$ cat config.mk
export PLATFORM = sky130hd
export DESIGN_NAME = sem_bank2p
export DESIGN_NICKNAME = d
export VERILOG_FILES = /design/src/rtl/sem_bank_pkg.sv /design/src/rtl/sem_port_dec.sv /design/src/rtl/sem_flag_cell.sv /design/src/rtl/sem_read_hold.sv /design/src/rtl/sem_bank2p.sv
export SDC_FILE = /design/constraint.sdc
export NUM_CORES = 1
export LEC_CHECK = 0
export BUFFER_PORTS_ARGS = -buffer_cell sky130_fd_sc_hd__buf_2
export CORE_MARGIN = 3
export CORE_UTILIZATION = 49
export CTS_CLUSTER_DIAMETER = 120
export DETAILED_ROUTE_END_ITERATION = 10
export PLACE_DENSITY = 0.93
export SKIP_LAST_GASP = 1
export SLEW_MARGIN = 20
export SYNTH_ARGS = -nofsm -noshare
export SYNTH_HDL_FRONTEND = slang
export SYNTH_SLANG_ARGS = --single-unit
$ cat constraint.sdc
create_clock -name clk -period 4.5 [get_ports clk]
set_clock_uncertainty 0.1 [all_clocks]
set_input_delay 0.225 -clock clk [delete_from_list [all_inputs] [get_ports clk]]
set_output_delay 0.225 -clock clk [all_outputs]
set_load 0.01 [all_outputs]
$ cat src/rtl/sem_bank_pkg.sv
package sem_bank_pkg;

  typedef enum logic [1:0] {
    OWN_NONE  = 2'b00,
    OWN_LEFT  = 2'b01,
    OWN_RIGHT = 2'b10
  } owner_e;

  localparam int TIE_FIXED_LEFT = 0;
  localparam int TIE_ALTERNATE  = 1;

endpackage

$ cat src/rtl/sem_port_dec.sv
module sem_port_dec #(
  parameter int ADDR_W    = 16,
  parameter int NUM_FLAGS = 8,
  localparam int SEL_W    = $clog2(NUM_FLAGS)
) (
  input  logic                 sem_n,
  input  logic                 oe_n,
  input  logic                 wr_n,
  input  logic [ADDR_W-1:0]    addr,
  output logic [NUM_FLAGS-1:0] wr_vec,
  output logic                 rd_act,
  output logic [SEL_W-1:0]     idx
);

  logic wr_act;

  assign idx    = addr[SEL_W-1:0];
  assign wr_act = ~sem_n & ~wr_n;
  assign rd_act = ~sem_n & ~oe_n;

  for (genvar f = 0; f < NUM_FLAGS; f++) begin : g_wr
    assign wr_vec[f] = wr_act && (idx == SEL_W'(f));
  end

  if (ADDR_W > SEL_W) begin : g_hi
    logic unused_hi;
    assign unused_hi = ^addr[ADDR_W-1:SEL_W];
  end

endmodule

$ cat src/rtl/sem_flag_cell.sv
module sem_flag_cell
  import sem_bank_pkg::*;
(
  input  logic clk,
  input  logic rst,
  input  logic wr_l,
  input  logic bit_l,
  input  logic wr_r,
  input  logic bit_r,
  input  logic pick_right,
  output logic own_l,
  output logic own_r,
  output logic req_l,
  output logic req_r,
  output logic tie_hit
);

  owner_e own_q, own_d;
  logic   req_l_q, req_r_q;
  logic   nxt_l, nxt_r;

  always_comb begin
    nxt_l   = wr_l ? bit_l : req_l_q;
    nxt_r   = wr_r ? bit_r : req_r_q;
    own_d   = own_q;
    tie_hit = 1'b0;
    unique case (own_q)
      OWN_NONE: begin
        if (!nxt_l && !nxt_r) begin
          tie_hit = 1'b1;
          own_d   = pick_right ? OWN_RIGHT : OWN_LEFT;
        end else if (!nxt_l) begin
          own_d = OWN_LEFT;
        end else if (!nxt_r) begin
          own_d = OWN_RIGHT;
        end
      end
      OWN_LEFT: begin
        if (nxt_l) own_d = nxt_r ? OWN_NONE : OWN_RIGHT;
      end
      OWN_RIGHT: begin
        if (nxt_r) own_d = nxt_l ? OWN_NONE : OWN_LEFT;
      end
      default: own_d = OWN_NONE;
    endcase
  end

  always_ff @(posedge clk) begin
    if (rst) begin
      req_l_q <= 1'b1;
      req_r_q <= 1'b1;
      own_q   <= OWN_NONE;
    end else begin
      req_l_q <= nxt_l;
      req_r_q <= nxt_r;
      own_q   <= own_d;
    end
  end

  assign own_l = (own_q == OWN_LEFT);
  assign own_r = (own_q == OWN_RIGHT);
  assign req_l = req_l_q;
  assign req_r = req_r_q;

endmodule

$ cat src/rtl/sem_read_hold.sv
module sem_read_hold #(
  parameter int DATA_W    = 18,
  parameter int NUM_FLAGS = 8,
  localparam int SEL_W    = $clog2(NUM_FLAGS)
) (
  input  logic                 clk,
  input  logic                 rst,
  input  logic                 rd_act,
  input  logic [SEL_W-1:0]     idx,
  input  logic [NUM_FLAGS-1:0] held_vec,
  output logic [DATA_W-1:0]    rdata
);

  logic act_q;

  always_ff @(posedge clk) begin
    if (rst) begin
      act_q <= 1'b0;
      rdata <= '1;
    end else begin
      act_q <= rd_act;
      if (!rd_act)     rdata <= '1;
      else if (!act_q) rdata <= {DATA_W{~held_vec[idx]}};
    end
  end

endmodule

$ cat src/rtl/sem_bank2p.sv
module sem_bank2p
  import sem_bank_pkg::*;
#(
  parameter int ADDR_W    = 16,
  parameter int DATA_W    = 18,
  parameter int NUM_FLAGS = 8,
  parameter int TIE_MODE  = TIE_ALTERNATE
) (
  input  logic              clk,
  input  logic              rst,
  input  logic              l_sem_n,
  input  logic              l_oe_n,
  input  logic              l_wr_n,
  input  logic [ADDR_W-1:0] l_addr,
  input  logic [DATA_W-1:0] l_wdata,
  output logic [DATA_W-1:0] l_rdata,
  input  logic              r_sem_n,
  input  logic              r_oe_n,
  input  logic              r_wr_n,
  input  logic [ADDR_W-1:0] r_addr,
  input  logic [DATA_W-1:0] r_wdata,
  output logic [DATA_W-1:0] r_rdata
);

  localparam int SEL_W = $clog2(NUM_FLAGS);

  logic [NUM_FLAGS-1:0] lwr_vec, rwr_vec;
  logic [NUM_FLAGS-1:0] own_l_vec, own_r_vec;
  logic [NUM_FLAGS-1:0] req_l_vec, req_r_vec;
  logic [NUM_FLAGS-1:0] tie_vec;
  logic                 l_rd, r_rd;
  logic [SEL_W-1:0]     l_idx, r_idx;
  logic                 pick_right;

  sem_port_dec #(.ADDR_W(ADDR_W), .NUM_FLAGS(NUM_FLAGS)) u_dec_l (
    .sem_n(l_sem_n), .oe_n(l_oe_n), .wr_n(l_wr_n), .addr(l_addr),
    .wr_vec(lwr_vec), .rd_act(l_rd), .idx(l_idx)
  );

  sem_port_dec #(.ADDR_W(ADDR_W), .NUM_FLAGS(NUM_FLAGS)) u_dec_r (
    .sem_n(r_sem_n), .oe_n(r_oe_n), .wr_n(r_wr_n), .addr(r_addr),
    .wr_vec(rwr_vec), .rd_act(r_rd), .idx(r_idx)
  );

  for (genvar f = 0; f < NUM_FLAGS; f++) begin : g_flag
    sem_flag_cell u_cell (
      .clk(clk), .rst(rst),
      .wr_l(lwr_vec[f]), .bit_l(l_wdata[0]),
      .wr_r(rwr_vec[f]), .bit_r(r_wdata[0]),
      .pick_right(pick_right),
      .own_l(own_l_vec[f]), .own_r(own_r_vec[f]),
      .req_l(req_l_vec[f]), .req_r(req_r_vec[f]),
      .tie_hit(tie_vec[f])
    );
  end

  if (TIE_MODE == TIE_ALTERNATE) begin : g_tie_alt
    logic tie_q;
    always_ff @(posedge clk) begin
      if (rst)           tie_q <= 1'b0;
      else if (|tie_vec) tie_q <= ~tie_q;
    end
    assign pick_right = tie_q;
  end else begin : g_tie_fixed
    logic unused_tie;
    assign unused_tie = |tie_vec;
    assign pick_right = 1'b0;
  end

  sem_read_hold #(.DATA_W(DATA_W), .NUM_FLAGS(NUM_FLAGS)) u_rd_l (
    .clk(clk), .rst(rst), .rd_act(l_rd), .idx(l_idx),
    .held_vec(own_l_vec), .rdata(l_rdata)
  );

  sem_read_hold #(.DATA_W(DATA_W), .NUM_FLAGS(NUM_FLAGS)) u_rd_r (
    .clk(clk), .rst(rst), .rd_act(r_rd), .idx(r_idx),
    .held_vec(own_r_vec), .rdata(r_rdata)
  );

  logic unused_wd;
  assign unused_wd = ^{l_wdata[DATA_W-1:1], r_wdata[DATA_W-1:1]};

endmodule

==> Flow_metrics.wiki, run 1 <==
{| class="wikitable"
! Metric !! Value
|-
| Run status || completed
|-
| Worst Min Path Start || r_oe_n
|-
| Crit path arrival time || 2.25 ns
|-
| Clock net sink count || 37
|-
| Clock latency on the worst-skew pair || 0.29 ns
|-
| Count of state elements after synthesis || 37
|-
| Layout overhead on the synthesized area || 5.89%
|-
| Remaining number of nets flagged by the antenna check after routing || 0
|-
| Startpoint kind of the worst setup timing path || input pin
|-
| Synth top area cells || sky130_fd_sc_hd__dfxtp_1 34%, sky130_fd_sc_hd__buf_4 12%, sky130_fd_sc_hd__nor2_1 5.5%, sky130_fd_sc_hd__mux2i_1 4.2%, sky130_fd_sc_hd__a21oi_1 3.9%
|-
| Max-Slew Margin vs Limit || 56.8%
|-
| Cell type contributing the most total cell area after synthesis || sky130_fd_sc_hd__dfxtp_1
|-
| Reg-to-reg critical path endpoint || g_tie_alt.tie_q$_SDFFE_PP0P_
|-
| Final slew viol count || 0
|-
| Global-route wire length before repair || 7650 um
|-
| Final antenna diode count || 0
|-
| Synth Area in Adders || 0%
|-
| Placed cell areas || 2180 um2
|-
| Die Ht || 72.5 um
|-
| Highest net fanout along the worst path || 10
|-
| Total number of placement rows || 23
|-
| Portion of netlist area occupied by mux cells || 8.48%
|-
| Number of H-tree levels || 2
|-
| Minimum period implied by the final worst setup slack || 2.19 ns
|-
| Cell leakage power || 0.909 nW
|-
| Compound-cell area share of the yosys netlist || 16.5%
|-
| Simple-gate portion of the synthesized area || 25.2%
|-
| DRC errors left || 0
|-
| Sequential cell area || 741 um2
|-
| Pre-antenna DRT Iters || 5
|-
| Mapped Cells || 256
|-
| Setup-failing EPs final || 0
|-
| Number of setup buffers added after CTS || 0
|-
| Post-layout instance area || 2300 um2
|-
| Mapped Area || 2170 um2
|-
| Fraction of final layout cells with drive strength greater than 1 || 30.4%
|-
| Slack of the worst reg-to-reg path || 2.47 ns
|-
| Critical register-to-register path startpoint || g_flag[2].u_cell.own_q[1]$_SDFFE_PP0P_
|-
| Async set-reset flop share out of synthesis || 0%
|-
| Maximum achievable frequency || 457 MHz
|-
| Yosys warning total || 0
|-
| Required time at the endpoint of the critical path || 4.57 ns
|-
| Synthesized Nets || 332
|-
| Effective utilization at floorplan || 52.3%
|-
| # Max-Cap Violations || 0
|-
| Cell depth of the worst min-delay path || 2
|-
| Average via count per standard cell || 5.66
|-
| Number of hold violations in the final report || 0
|-
| Top Ports || 112
|-
| Final #Nets || 345
|-
| Maximum number of pins on one net before global-route repair || 21
|-
| VDD IR-drop max || 0.127 mV
|-
| Gpl congestion || 0.863
|-
| Via count || 1,811
|-
| Number of buffers created by CTS || 5
|-
| Final core utilization || 55.4%
|-
| Leading cell types in the layout, fill and taps excluded || 51 x sky130_fd_sc_hd__buf_2, 37 x sky130_fd_sc_hd__dfxtp_1, 32 x sky130_fd_sc_hd__nor2_1
|-
| Routed WL || 4800 um
|-
| Initial antenna violation count || 0
|-
| Type of the most critical hold path || input pin to flip-flop
|-
| Number of buffers on the longest clock path || 2
|-
| Parity-gate share of the synthesized area counting xor and xnor cells || 0%
|-
| Combined global-route utilization of all metal layers || 18.7%
|-
| Clock transition time at the flip-flop clock pins of the worst setup and hold paths || 0.07 ns
|-
| Routed wire per std cell || 15.0 um
|-
| Post-synthesis area per instance || 8.47 um2
|-
| PD cells || 306 nW/um2
|-
| Floorplan core area || 4140 um2
|-
| Fraction of synthesized cell area taken by the top area cell type || 34.2%
|-
| Die X-Extent || 72.5 um
|-
| Total of cells resized after clock tree synthesis || 0
|-
| Number of inserted filler cells in the final layout || 366
|-
| Count of routing violations after the opening detailed-route iteration || 170
|-
| Critical Path End Type || flip-flop
|-
| Post-cts hold buffer count || 0
|-
| Number of cells on the worst reg-to-reg path || 5
|-
| Final TNS setup || 0 ns
|-
| Main combinational cell family by area after synthesis || simple AND/OR/NAND/NOR gates
|-
| Critical path class || input pin to flip-flop
|-
| Global route overflow || 0
|-
| Most frequent standard cell in the layout excluding fill and tap cells || sky130_fd_sc_hd__buf_2
|-
| Most used DFF post-synth || sky130_fd_sc_hd__dfxtp_1
|-
| Die area || 5260 um2
|-
| Portion of the clock cycle consumed by the worst path in the final layout || 48.6%
|-
| Post-detailed-placement half-perimeter wirelength || 3360 um
|-
| Count of buffers from port buffering || 51
|-
| Post-synthesis sequential area ratio || 34.2%
|-
| Clk Tree Root Cell || sky130_fd_sc_hd__clkbuf_8
|-
| Number of synthesized flops with an enable pin || 0
|-
| Worst Hold End || u_rd_r.act_q$_SDFF_PP0_
|-
| Area of the multi-input gates || 1090 um2
|-
| RSZ-0062 raised after global routing || false
|-
| Worst Max-Slew Pin Slew || 0.648 ns
|-
| Count of distinct cell types in the synthesized netlist || 44
|-
| Clock tree from TritonCTS || done
|-
| Via count of the first global-routing pass || 1,656
|}
[final cells by class]
type | count | area share [%]
clock buffer | 7 | 3.76
clock inverter | 1 | 1.31
inverter | 9 | 1.47
multi-input combinational | 165 | 47.4
sequential | 37 | 32.3
tap | 50 | 2.72
timing repair buffer | 51 | 11.1
[synthesized netlist by cell type, drive strengths merged, types with 2 or more instances]
cell type	number
clkbuf	8
nor3	9
nand3b	3
mux2	8
inv	9
a2111o	2
or2	7
nand2b	10
a311oi	4
nand3	5
a211oi	3
a31oi	3
o22a	8
nor3b	9
nand2	13
mux2i	9
dfxtp	37
o21ai	3
a21oi	17
nor2	32
buf	37
nor2b	6
[state kept, by name (all words and copies together), names as in the netlist]
| register | cells |
|---|---|
| g_flag.u_cell.own_q | 16 |
| g_flag.u_cell.req_l | 8 |
| g_flag.u_cell.req_r | 8 |
| g_tie_alt.tie_q | 1 |
| u_rd_l.act_q | 1 |
| u_rd_l.rdata | 1 |
| u_rd_r.act_q | 1 |
| u_rd_r.rdata | 1 |
[worst max path at each step]
stage,start,endpoint,cells after the start
6_report,l_addr[0],g_tie_alt.tie_q$_SDFFE_PP0P_,7
5_1_grt,l_addr[0],g_tie_alt.tie_q$_SDFFE_PP0P_,7
4_1_cts,l_addr[0],g_tie_alt.tie_q$_SDFFE_PP0P_,7
3_5_place_dp,l_addr[0],g_tie_alt.tie_q$_SDFFE_PP0P_,7
3_3_place_gp,l_addr[0],g_tie_alt.tie_q$_SDFFE_PP0P_,7
2_1_floorplan,l_addr[0],g_tie_alt.tie_q$_SDFFE_PP0P_,7
[worst max-delay path: stages]
cell                       delay, ns
sky130_fd_sc_hd__buf_2          0.23
sky130_fd_sc_hd__nor3b_2        0.40
sky130_fd_sc_hd__nand2_1        0.17
sky130_fd_sc_hd__mux2_2         0.30
sky130_fd_sc_hd__a222oi_1       0.22
sky130_fd_sc_hd__nor4bb_2       0.32
sky130_fd_sc_hd__mux2_1         0.38
[routing by layer]
layer	wire, um	GRT usage, %	up-vias
li1	-	-	886
met1	1970	21.7	826
met2	2300	32.5	89
met3	427	4.57	10
met4	103	8.20	0
met5	0	0	-
[per-stage QoR]
step	total power [W]	cells	worst slack (ns)	hold slack [ns]
2_1_floorplan	0.000400	256	2.44	0.208
3_3_place_gp	0.000413	312	2.11	0.309
3_5_place_dp	0.000415	312	2.12	0.313
4_1_cts	0.000705	320	2.35	0.00448
5_1_grt	0.000728	320	2.21	0.00927
6_report	0.000702	320	2.31	0.00557
[cell families (layout without fill, tap and decap cells)]
group | count (synthesis) | in the layout
muxes | 17 | 17
and+or+nand+nor | 99 | 99
AOI/OAI and AO/OA | 49 | 49
buffers and inverters | 54 | 68
DFF | 37 | 37
[report_power, final]
group	switching [W]	total, W	internal [W]
Sequential	0.00000624	0.000339	0.000333
Combinational	0.0000419	0.0000703	0.0000283
Clock	0.000112	0.000293	0.000181
Note: power is estimated with default switching activity, not from simulation.
==> inputs of run 2 (changes only) <==
Settings changed: CORE_UTILIZATION 49 to 41, PLACE_DENSITY 0.93 to 0.83.
Clock period 4.5 ns to 2 ns, I/O delays scaled along.
==> run 2 against run 1 <==
Compared with the run above: global-route usage is 2.2 points lower; first-iteration DRC count is 11% higher; flip-flop and latch count stayed put; largest cell class unchanged.
==> Flow_metrics.wiki, run 2 (synthesis gave the netlist of run 1 again) <==
{| class="wikitable"
! Metric !! Value
|-
| Run status || completed
|-
| Minimum setup slack after placement || -0.0538 ns (-2.17 ns)
|-
| Average via count per standard cell || 5.25 (-7.3%)
|-
| Slack of the worst reg-to-reg path || 0.08 ns (-2.39 ns)
|-
| Layout overhead on the synthesized area || 16.6%
|-
| Die Ht || 78.7 um (+8.5%)
|-
| Number of buffers on the longest clock path || 2 (unchanged)
|-
| Final setup slack of the worst path || 0.0848 ns (-2.23 ns)
|-
| Die X-Extent || 78.7 um (+8.5%)
|-
| Final core utilization || 51.5% (-3.9 points)
|-
| Largest register FFs || 16 (unchanged)
|-
| Startpoint kind of the worst setup timing path || flip-flop
|-
| Routed WL || 4950 um (+3.1%)
|-
| Final slew viol count || 0 (unchanged)
|-
| Crit path arrival time || 1.98 ns (-0.27 ns)
|-
| Global-route wire length before repair || 8220 um (+7.5%)
|-
| Minimum period implied by the final worst setup slack || 1.92 ns
|-
| Count of buffers from port buffering || 51 (unchanged)
|-
| Cell depth of the worst min-delay path || 3 (+1)
|-
| Clock latency on the worst-skew pair || 0.29 ns (about the same)
|-
| Number of cells on the worst reg-to-reg path || 5 (unchanged)
|-
| Global route overflow || 0 (unchanged)
|-
| Required time at the endpoint of the critical path || 2.07 ns (-2.50 ns)
|-
| Gpl congestion || 0.815 (-5.5%)
|-
| Post-layout instance area || 2530 um2 (+10%)
|-
| Portion of the clock cycle consumed by the worst path in the final layout || 95.8%
|-
| Setup-failing EPs final || 0 (unchanged)
|-
| Cell with the biggest individual delay on the critical path || sky130_fd_sc_hd__a222oi_1
|-
| Initial antenna violation count || 0 (unchanged)
|-
| Post-detailed-placement half-perimeter wirelength || 3650 um (+8.7%)
|-
| Maximum number of pins on one net before global-route repair || 21 (unchanged)
|-
| Final antenna diode count || 0 (unchanged)
|-
| Highest net fanout along the worst path || 5 (-5)
|-
| Placed cell areas || 2340 um2 (+7.5%)
|-
| Total number of placement rows || 25 (+8.7%)
|-
| Final TNS setup || 0 ns (unchanged)
|-
| Clock transition time at the flip-flop clock pins of the worst setup and hold paths || 0.07 ns (about the same)
|-
| Number of H-tree levels || 2 (unchanged)
|-
| Clk Tree Root Cell || sky130_fd_sc_hd__clkbuf_8
|-
| RSZ-0062 raised after global routing || false
|-
| Critical register-to-register path startpoint || g_flag[2].u_cell.own_q[1]$_SDFFE_PP0P_
|-
| Post-route non-filler standard cell count || 360 (+13%)
|-
| Fraction of final layout cells with drive strength greater than 1 || 35.2% (+4.8 points)
|-
| Max-Slew Margin vs Limit || 54.7% (-2.1 points)
|-
| Critical Path End Type || flip-flop
|-
| Delay of the slowest cell on the worst path || 0.38 ns (-0.02 ns)
|-
| Floorplan core area || 4910 um2 (+19%)
|-
| Number of inserted filler cells in the final layout || 448 (+22%)
|-
| Clock tree from TritonCTS || done
|-
| Top Ports || 112 (unchanged)
|-
| Pre-antenna DRT Iters || 4 (-1)
|-
| Combined global-route utilization of all metal layers || 16.5% (-2.2 points)
|-
| Routed wire per std cell || 13.7 um (-8.4%)
|-
| Reg-to-reg critical path endpoint || g_tie_alt.tie_q$_SDFFE_PP0P_
|-
| Worst Max-Slew Pin Slew || 0.679 ns (+0.0311 ns)
|-
| Via count || 1,889 (+4.3%)
|-
| Worst Min Path Start || l_wdata[0]
|-
| Number of hold violations in the final report || 0 (unchanged)
|-
| Crit path cell chain || nor3_1, mux2_4, a222oi_1, nor4bb_4, mux2_1
|-
| Count of routing violations after the opening detailed-route iteration || 188 (+11%)
|-
| VDD IR-drop max || 0.330 mV (+160%)
|-
| Number of buffers created by CTS || 5 (unchanged)
|-
| Type of the most critical hold path || input pin to flip-flop
|-
| Cell leakage power || 1.04 nW (+15%)
|-
| Via count of the first global-routing pass || 1,827 (+10%)
|-
| Final #Nets || 368 (+6.7%)
|-
| Maximum achievable frequency || 522 MHz
|-
| # Max-Cap Violations || 0 (unchanged)
|-
| Leading cell types in the layout, fill and taps excluded || 51 x sky130_fd_sc_hd__buf_2, 36 x sky130_fd_sc_hd__dfxtp_1, 32 x sky130_fd_sc_hd__nor2_1
|-
| Register containing the most flip-flops in the final layout || g_flag.u_cell.own_q
|-
| Number of setup buffers added after CTS || 0 (unchanged)
|-
| Clock net sink count || 37 (unchanged)
|-
| Worst Hold End || g_flag[3].u_cell.req_l$_SDFF_PP1_
|-
| Cell count after placement || 348 (+12%)
|-
| Remaining number of nets flagged by the antenna check after routing || 0 (unchanged)
|-
| Critical path class || flip-flop to flip-flop
|-
| Die area || 6200 um2 (+18%)
|-
| DRC errors left || 0 (unchanged)
|-
| Effective utilization at floorplan || 44.2% (-8.2 points)
|-
| PD cells || 675 nW/um2 (+120%)
|-
| Most frequent standard cell in the layout excluding fill and tap cells || sky130_fd_sc_hd__buf_2
|}
## run 2: per-stage QoR
step / power (W) / hold slack, ns
floorplan: 0.000900 / 0.0829
global placement: 0.000948 / 0.177
detailed placement: 0.000952 / 0.182
CTS: 0.00171 / 0.0759
global route: 0.00177 / 0.106
finish: 0.00171 / 0.0828
## run 2: repair_timing
action | CTS | global route
hold buffers | 4 | 0
endpoints found under the hold margin | 4 | 0
endpoints found under the setup margin | 0 | 1
resized for setup | 0 | 2
## run 2: power by group
part	internal, W	total [W]	leakage [nW]	switching [W]
combinational	0.0000837	0.000181	0.674	0.0000977
sequential	0.000749	0.000762	0.300	0.0000137
clock	0.000496	0.000763	0.0681	0.000267
total	0.00133	0.00171	1.04	0.000379
## run 2: routing by layer
layer / global-route usage [%] / part of all wire, % / vias to the layer above
li1: - / - / 934
met5: 0 / 0 / -
met4: 6.82 / 1.4 / 0
met3: 3.74 / 7.0 / 7
met2: 28.6 / 48 / 79
met1: 19.6 / 43 / 869
## run 2: how the worst max path moves through the flow
stage | start | cells past startpoint | end | slack, ns
final | g_flag[2].u_cell.own_q[1]$_SDFFE_PP0P_ | 5 | g_tie_alt.tie_q$_SDFFE_PP0P_ | 0.08
after global placement | l_addr[0] | 7 | g_tie_alt.tie_q$_SDFFE_PP0P_ | -0.09
after CTS | g_flag[2].u_cell.own_q[1]$_SDFFE_PP0P_ | 5 | g_tie_alt.tie_q$_SDFFE_PP0P_ | 0.05
after detailed placement | l_addr[0] | 7 | g_tie_alt.tie_q$_SDFFE_PP0P_ | -0.05
after floorplan | l_addr[0] | 7 | g_tie_alt.tie_q$_SDFFE_PP0P_ | 0.07
after global routing | g_flag[3].u_cell.own_q[1]$_SDFFE_PP0P_ | 5 | g_tie_alt.tie_q$_SDFFE_PP0P_ | 0.009
## run 2: critical path, delay by kind of cell, from the launching register on
| family | cells | cell delay (ns) |
|---|---|---|
| AOI/OAI and AO/OA | 1 | 0.38 |
| DFF | 1 | 0.37 |
| muxes | 2 | 0.61 |
| and+or+nand+nor | 2 | 0.34 |
## run 2: cell type report
cell class                      instances  area [um2]  area share, %
Timing Repair Buffer                   74         438           17.3
Sequential cell                        37         742           29.4
Multi-Input combinational cell        165        1100           43.4
Clock inverter                          3        65.1           2.57
Clock buffer                            5        68.8           2.72
Inverter                                9        33.8           1.34
Tap cell                               67        83.8           3.32
